[src/rtl/lfsr_pll_divider.sv]
module lfsr_pll_divider #(
  parameter int M_W = 6,
  parameter int N_W = 8,
  parameter int P_W = 3,
  parameter logic [M_W-1:0] M_TAPS = 6'b110000,
  parameter logic [N_W-1:0] N_TAPS = 8'b10001110
) (
  input  logic           clk,
  input  logic           rst_n,
  input  logic           wr_en,
  input  logic [1:0]     wr_sel,
  input  logic [N_W-1:0] wr_data,
  output logic           m_clk_o,
  output logic           n_clk_o,
  output logic           post_clk_o
);
  localparam logic [1:0] SEL_M = 2'd0;
  localparam logic [1:0] SEL_N = 2'd1;
  localparam logic [1:0] SEL_P = 2'd2;
  localparam int PC_W = 2 * P_W;

  function automatic logic [M_W-1:0] m_step(input logic [M_W-1:0] s);
    if (s == '0) return '1;
    return {s[M_W-2:0], ~^(s & M_TAPS)};
  endfunction

  function automatic logic [N_W-1:0] n_step(input logic [N_W-1:0] s);
    if (s == '0) return '1;
    return {s[N_W-2:0], ~^(s & N_TAPS)};
  endfunction

  logic [M_W-1:0]  m_q, m_rl;
  logic [N_W-1:0]  n_q, n_rl;
  logic [PC_W-1:0] p_code, p_act;
  logic [P_W-1:0]  c1_q, c2_q;
  logic            p_wrap1, p_wrap;

  assign p_wrap1 = (c1_q == ~p_act[P_W-1:0]);
  assign p_wrap  = p_wrap1 && (c2_q == ~p_act[PC_W-1:P_W]);

  always_ff @(posedge clk or negedge rst_n) begin
    if (!rst_n) begin
      m_q     <= '1;
      m_rl    <= '1;
      m_clk_o <= 1'b0;
    end else begin
      if (wr_en && wr_sel == SEL_M) m_rl <= wr_data[M_W-1:0];
      if (&m_q) begin
        m_q     <= m_rl;
        m_clk_o <= ~m_clk_o;
      end else begin
        m_q <= m_step(m_q);
      end
    end
  end

  always_ff @(posedge clk or negedge rst_n) begin
    if (!rst_n) begin
      n_q     <= '1;
      n_rl    <= '1;
      n_clk_o <= 1'b0;
    end else begin
      if (wr_en && wr_sel == SEL_N) n_rl <= wr_data;
      if (&n_q) begin
        n_q     <= n_rl;
        n_clk_o <= ~n_clk_o;
      end else begin
        n_q <= n_step(n_q);
      end
    end
  end

  always_ff @(posedge clk or negedge rst_n) begin
    if (!rst_n) begin
      p_code     <= '1;
      p_act      <= '1;
      c1_q       <= '0;
      c2_q       <= '0;
      post_clk_o <= 1'b0;
    end else begin
      if (wr_en && wr_sel == SEL_P) p_code <= wr_data[PC_W-1:0];
      if (p_wrap1) begin
        c1_q <= '0;
        if (p_wrap) begin
          c2_q       <= '0;
          post_clk_o <= ~post_clk_o;
          p_act      <= p_code;
        end else begin
          c2_q <= c2_q + 1'b1;
        end
      end else begin
        c1_q <= c1_q + 1'b1;
      end
    end
  end
endmodule


[config.mk]
export PLATFORM = sky130hd
export DESIGN_NAME = lfsr_pll_divider
export DESIGN_NICKNAME = d
export VERILOG_FILES = /design/src/rtl/lfsr_pll_divider.sv
export SDC_FILE = /design/constraint.sdc
export NUM_CORES = 1
export LEC_CHECK = 0
export BUFFER_PORTS_ARGS = -buffer_cell sky130_fd_sc_hd__clkbuf_2
export CORE_MARGIN = 5
export CORE_UTILIZATION = 45
export DETAILED_ROUTE_END_ITERATION = 10
export GPL_ROUTABILITY_DRIVEN = 0
export GPL_TIMING_DRIVEN = 0
export PLACE_DENSITY = 0.66
export SKIP_CTS_REPAIR_TIMING = 1
export SLEW_MARGIN = 20
export SYNTH_ARGS = -nofsm -noshare
export SYNTH_HDL_FRONTEND = slang
export SYNTH_SLANG_ARGS = --single-unit
[constraint.sdc]
create_clock -name clk -period 1.66 [get_ports clk]
set_input_delay 0.166 -clock clk [delete_from_list [all_inputs] [get_ports clk]]
set_output_delay 0.166 -clock clk [all_outputs]
set_load 0.02 [all_outputs]
==> impl_metrics.json, run 1 <==
{
  "routed_wl_mm": 3.87,
  "crit_required_ns": 1.90,
  "hp-start": "wr_data[7]",
  "yosysWarningCount": 0,
  "drt_iter0_drc": 46,
  "min_path_type": "in -> reg",
  "avgViaCountPerCell": 5.24,
  "worst-setup-path-type": "reg -> reg",
  "fp.dieH_um": 80.0,
  "cp-start-kind": "register",
  "setup_violations": 0,
  "hold_viol": 0,
  "synth_top_area_share_pct": 47.6,
  "total_power_mw": 3.52,
  "synth.cells.most_frequent": "40 x dfstp_2, 21 x mux2_2, 10 x nor2_1",
  "numPortBuffers": 15,
  "cts.sinks": 49,
  "area_growth_syn_to_layout_pct": 15.3,
  "grt_util_all_layers_pct": 13.6,
  "drive_gt1_share_pct": 57.7,
  "post-route-drc-count": 0,
  "hold_depth": 2,
  "ys.flop_type": "dfstp_2",
  "dieArea_mm2": 0.00640,
  "syn_inst": 162,
  "vdd_ir_drop_max_mv": 0.798,
  "tritoncts": "yes",
  "finalCritPeriodShare_pct": 96.3,
  "cts_made_buffers": 5,
  "final_net_count": 207,
  "worstPathArrival_ns": 1.83,
  "dpl_worst_slack_ns": -0.0135,
  "leakagePower_nw": 1.06,
  "critPathTopFamily": "flip-flops",
  "final_util_pct": 53.5,
  "cts_buffer_depth": 2,
  "dp_hpwl_mm": 2.79,
  "grt_first_pass_wirelength_mm": 6.53,
  "rr_endpoint": "p_act[0]",
  "grt_pass1_vias": 1334,
  "fin_skew_ns": 0.00623,
  "dp_cells": 244,
  "synth.most_common_cell": "dfstp_2",
  "cp_max_fo": 7,
  "dr.pass1.iters": 4,
  "path_buf_inv": 1,
  "ioPinCount": 16,
  "tightest_slew_ns": 0.628,
  "clk-insertion-delay-late_ns": 0.30,
  "path_clk_slew_ns": 0.09,
  "synth_edf_count": 0,
  "rows": 25,
  "yosys-top-cells-area": "dfstp_2 48%, mux2_2 11%, dfrtp_1 10%, mux2_4 4.1%, ha_1 3.4%",
  "ys_async_sr_fraction_pct": 100,
  "antenna_found_initial": 0,
  "slew_viol_final": 0,
  "gr-total-overflow": 0,
  "holdPathEnd": "n_rl[7]",
  "maxCapViolations": 0,
  "powerDensity_mw_per_mm2": 1390,
  "dpl_cell_area_mm2": 0.00237,
  "fin_ws_ns": 0.0616,
  "r2r-start": "p_act[2]",
  "cts-htree-levels": 2,
  "rsz0062_at_grt": "true",
  "netlist_area_mm2": 0.00221,
  "critical_path.slowest_cell": "dfstp_2",
  "rrSetupSlack_ns": 0.06,
  "worst_r2r_path_depth": 5,
  "ys_types": 34,
  "cts_root_buffer": "clkbuf_8",
  "vias": 1341,
  "end_kind": "register",
  "setup_tns_ns": 0,
  "max-slew-margin-rel_pct": 58.2,
  "max_stage_delay_ns": 0.57,
  "avgSynthCellArea_um2": 13.6,
  "timing.hold.ws_ns": 0.0974,
  "syn-num-nets": 181,
  "start_util_pct": 46.4,
  "wl_per_cell_um": 15.1,
  "period_needed_ns": 1.60,
  "core_mm2": 0.00475,
  "ys_seq_area_share_pct": 57.9,
  "cp_cell_sequence": "xor2_2 -> nand3_2 -> nor2b_2 -> buf_6 -> mux2_4",
  "fill_cells": 421,
  "grt_max_degree": 50,
  "antenna_cells": 0,
  "die_w_um": 80.0,
  "ant_nets": 0,
  "ys_ff_latch": 49,
  "design_area_mm2": 0.00254,
  "max_freq_mhz": 626,
  "status": "complete, no violations",
  "synth_top_area_cell": "dfstp_2",
  "final_cells": 256
}
## worst max path at each step
stage / startpoint / end / cells after the start
global placement: n_q[2] / n_clk_o / 5
floorplan: p_act[1] / p_act[0] / 5
global route: n_q[2] / n_q[0] / 6
CTS: p_act[1] / p_act[0] / 5
detailed placement: p_act[1] / p_act[2] / 5
finish: p_act[2] / p_act[0] / 5
## worst reg2reg max path, delay by kind of cell, from the launching register on
kind	cells	cell delay [ns]
flops	1	0.57
mux	1	0.30
simple gates	2	0.31
buf+inv	1	0.15
xor+xnor	1	0.20
## layer usage
| layer | part of all wire, % | track usage, % | wire (um) |
|---|---|---|---|
| met1 | 44 | 16.5 | 1690 |
| met2 | 51 | 21.9 | 1970 |
| met3 | 3.9 | 4.51 | 150 |
| met4 | 1.7 | 5.91 | 67 |
| met5 | 0 | 0 | 0 |
## sequential cells by signal, indices dropped and copies added, names as in the netlist
| register | flops |
|---|---|
| n_rl | 8 |
| c2_q | 3 |
| c1_q | 3 |
| post_clk_o | 1 |
| m_q | 6 |
| n_q | 8 |
| p_act | 6 |
| m_rl | 6 |
| p_code | 6 |
| m_clk_o | 1 |
| n_clk_o | 1 |
## placed cells by master, fill, tap and decap left out, drive strengths merged, types with 6 or more instances in the layout
master / netlist / final
o21ai: 8 / 8
dfrtp: 9 / 9
clkbuf: 0 / 20
mux2: 27 / 27
xnor2: 6 / 6
dfstp: 40 / 40
a21oi: 6 / 6
inv: 7 / 8
ha: 6 / 6
nor2: 10 / 10
## cell families after synthesis
logic type / share of synthesized area, %
XOR/XNOR: 4.37
multiplexers: 15.7
flip-flops: 57.9
AO/OA/AOI/OAI: 7.15
adder cells (fa/ha/maj): 3.40
buffers and inverters: 1.70
AND/OR/NAND/NOR: 9.81
## power by group
part	total, mW	switching [mW]	internal (mW)
Sequential	1.97	0.285	1.69
Combinational	0.850	0.418	0.432
Clock	0.699	0.400	0.299
Total	3.52	1.10	2.42
## cell type report
cell class              instances  area [um2]  area share (%)
clock inverters                 3        21.3           0.837
repair buffers                 19         110            4.33
clock buffers                   5        68.8            2.71
inverters                       7        26.3            1.03
flip-flops and latches         49        1280            50.2
plain buffers                   1        11.3           0.443
well taps                      67        83.8            3.30
multi-input cells             105         945            37.2
Note: power is estimated with default switching activity, not from simulation.
==> run 2: changes to the inputs <==
ABC_AREA = 1   (was unset)
==> run 2 against run 1 <==
- synthesized cell count increased by 51%
- utilization decreased by 0.76 points
- cell count increased by 31%
- clock skew increased by 0.0023 ns
- largest power group unchanged
- sequential share of layout area increased by 0.73 points
- sequential power decreased by 6%
- combinational power decreased by 19%
- register-to-register slack improved by 0.21 ns
- count of clock-buffer cells in the layout increased by 2
- sequential cell count unchanged
==> impl_metrics.json, run 2 <==
{
  "status": "complete, no violations",
  "antenna_found_initial": 0,
  "design_area_mm2": 0.00251,
  "vdd_ir_drop_max_mv": 0.734,
  "clk-insertion-delay-late_ns": 0.29,
  "core_mm2": 0.00475,
  "slew_viol_final": 0,
  "synth_top_area_share_pct": 47.4,
  "max-slew-margin-rel_pct": 57.3,
  "ys_async_sr_fraction_pct": 100,
  "avgSynthCellArea_um2": 9.09,
  "setup_violations": 0,
  "reg_top3": "n_q: 8 flops, n_rl: 8 flops",
  "rrSetupSlack_ns": 0.27,
  "leakagePower_nw": 1.23,
  "cts_buffer_depth": 2,
  "setup_tns_ns": 0,
  "yosys-top-cells-area": "dfstp_2 47%, dfrtp_1 10%, nand2_1 10%, nor2_1 5.6%, inv_1 5.2%",
  "dpl_worst_slack_ns": 0.261,
  "ys.flop_type": "dfstp_2",
  "cp_max_fo": 10,
  "start_util_pct": 46.7,
  "vias": 1526,
  "synth.cells.most_frequent": "60 x nand2_1, 40 x dfstp_2, 33 x nor2_1",
  "grt_util_all_layers_pct": 13.3,
  "netlist_area_mm2": 0.00222,
  "dieArea_mm2": 0.00643,
  "p_comb_share_pct": 20.2,
  "internal-power_mw": 2.46,
  "synth_edf_count": 0,
  "finalCritPeriodShare_pct": 83.9,
  "synth.most_common_cell": "nand2_1",
  "ys_seq_area_share_pct": 57.5,
  "switching_share_pct": 27.6,
  "path_clk_slew_ns": 0.08,
  "ant_nets": 0,
  "ioPinCount": 16,
  "cp_cell_sequence": "ha_1 -> and3_1 -> nand2_2 -> nand2_2 -> nor2_1 -> nor2_1",
  "wl_per_cell_um": 10.7,
  "mostFrequentLayoutCell": "nand2_1",
  "drt_iter0_drc": 31,
  "hp-start": "wr_data[6]",
  "fin_ws_ns": 0.268,
  "ys_types": 22,
  "cts.sinks": 49,
  "syn_inst": 244,
  "critical_path.slowest_cell": "dfstp_2",
  "fill_cells": 446,
  "antenna_cells": 0,
  "end_kind": "register",
  "cts_made_buffers": 5,
  "cts-htree-levels": 2,
  "dp_cells": 326,
  "max_freq_mhz": 718,
  "area_growth_syn_to_layout_pct": 13.0,
  "numPortBuffers": 15,
  "rsz0062_at_grt": "false",
  "critPathTopFamily": "simple AND/OR/NAND/NOR gates",
  "grt_max_degree": 50,
  "final_cells": 335,
  "die_w_um": 80.2,
  "post-route-drc-count": 0,
  "startpoint": "n_q[2]",
  "grt_pass1_vias": 1509,
  "fp.dieH_um": 80.2,
  "syn-num-nets": 263,
  "p_sw_mw": 0.938,
  "r2r-start": "n_q[2]",
  "routed_wl_mm": 3.59,
  "cp-start-kind": "register",
  "gr-total-overflow": 0,
  "path_buf_inv": 0,
  "max_stage_delay_ns": 0.55,
  "layout_common_cells": "60 x nand2_1, 40 x dfstp_2, 33 x nor2_1",
  "synth_top_area_cell": "dfstp_2",
  "dp_hpwl_mm": 2.60,
  "fin_skew_ns": 0.00856,
  "powerDensity_mw_per_mm2": 1350,
  "rows": 25,
  "min_path_type": "in -> reg",
  "dpl_cell_area_mm2": 0.00238,
  "yosysWarningCount": 0,
  "dr.pass1.iters": 4,
  "tightest_slew_ns": 0.641,
  "hold_viol": 0,
  "final_util_pct": 52.7,
  "crit_required_ns": 1.89,
  "cts_root_buffer": "clkbuf_8",
  "maxCapViolations": 0,
  "period_needed_ns": 1.39,
  "seqPwrFrac_pct": 54.4,
  "worstPathArrival_ns": 1.62,
  "clockPowerShare_pct": 25.3,
  "final_net_count": 286,
  "grt_first_pass_wirelength_mm": 6.66,
  "avgViaCountPerCell": 4.56,
  "drive_gt1_share_pct": 26.5,
  "tritoncts": "yes",
  "ys_ff_latch": 49,
  "worst-setup-path-type": "reg -> reg"
}
[run 2: cell types whose count changed in the layout (fill, tap and decap cells not counted), sizes merged, moves of 5 or more]
cell / change
clkbuf: +5
nand2: +60
nor3: -5
o22a: -5
o21ai: +12
inv: +23
nor2: +25
nand3: +12
mux2: -25
[run 2: worst paths after layout]
check | end | cells after the start
worst min-delay path | n_rl[6] | 2
max in group asynchronous | m_clk_o | 2
worst min register to register | m_q[4] | 2
worst max register to register | n_q[0] | 6
min in group asynchronous | c2_q[1] | 2
worst max-delay path | n_q[0] | 6
[run 2: final cells by class]
type                    instances  area [um2]  share of cell area [%]
plain buffers                   4        18.8                   0.749
clock buffers                   7        86.3                    3.44
clock inverters                 1        30.0                    1.20
inverters                      31         116                    4.64
multi-input cells             160         807                    32.2
flip-flops and latches         49        1280                    50.9
well taps                      67        83.8                    3.34
repair buffers                 16        87.6                    3.49
[run 2: cell families after synthesis]
family | Yosys count | synth area share [%]
xor gates and xnor gates | 9 | 3.55
buffers and inverters | 35 | 6.09
and+or+nand+nor | 118 | 22.7
muxes | 2 | 1.02
DFF | 49 | 57.5
AOI/OAI and AO/OA | 25 | 5.75
adders and majority gates | 6 | 3.38
[run 2: through the flow]
stage	hold slack, ns	total power, mW
finish	0.104	3.39
detailed placement	0.257	2.56
floorplan	-0.130	2.36
CTS	-0.0678	3.45
global route	0.0857	3.66
global placement	0.399	2.53
[run 2: power groups by stage]
| stage | logic (mW) | clock network, mW | registers (mW) |
|---|---|---|---|
| 2_1_floorplan | 0.522 | 0 | 1.84 |
| 3_3_place_gp | 0.679 | 0 | 1.86 |
| 3_5_place_dp | 0.697 | 0 | 1.86 |
| 4_1_cts | 0.701 | 0.903 | 1.85 |
| 5_1_grt | 0.812 | 0.957 | 1.89 |
| 6_report | 0.687 | 0.860 | 1.85 |
[run 2: routing by layer]
layer | global-route usage [%] | vias up | routed length, um
li1 | - | 800 | -
met1 | 16.6 | 705 | 1780
met2 | 21.7 | 17 | 1650
met3 | 3.03 | 4 | 105
met4 | 6.59 | 0 | 52
met5 | 0 | - | 0
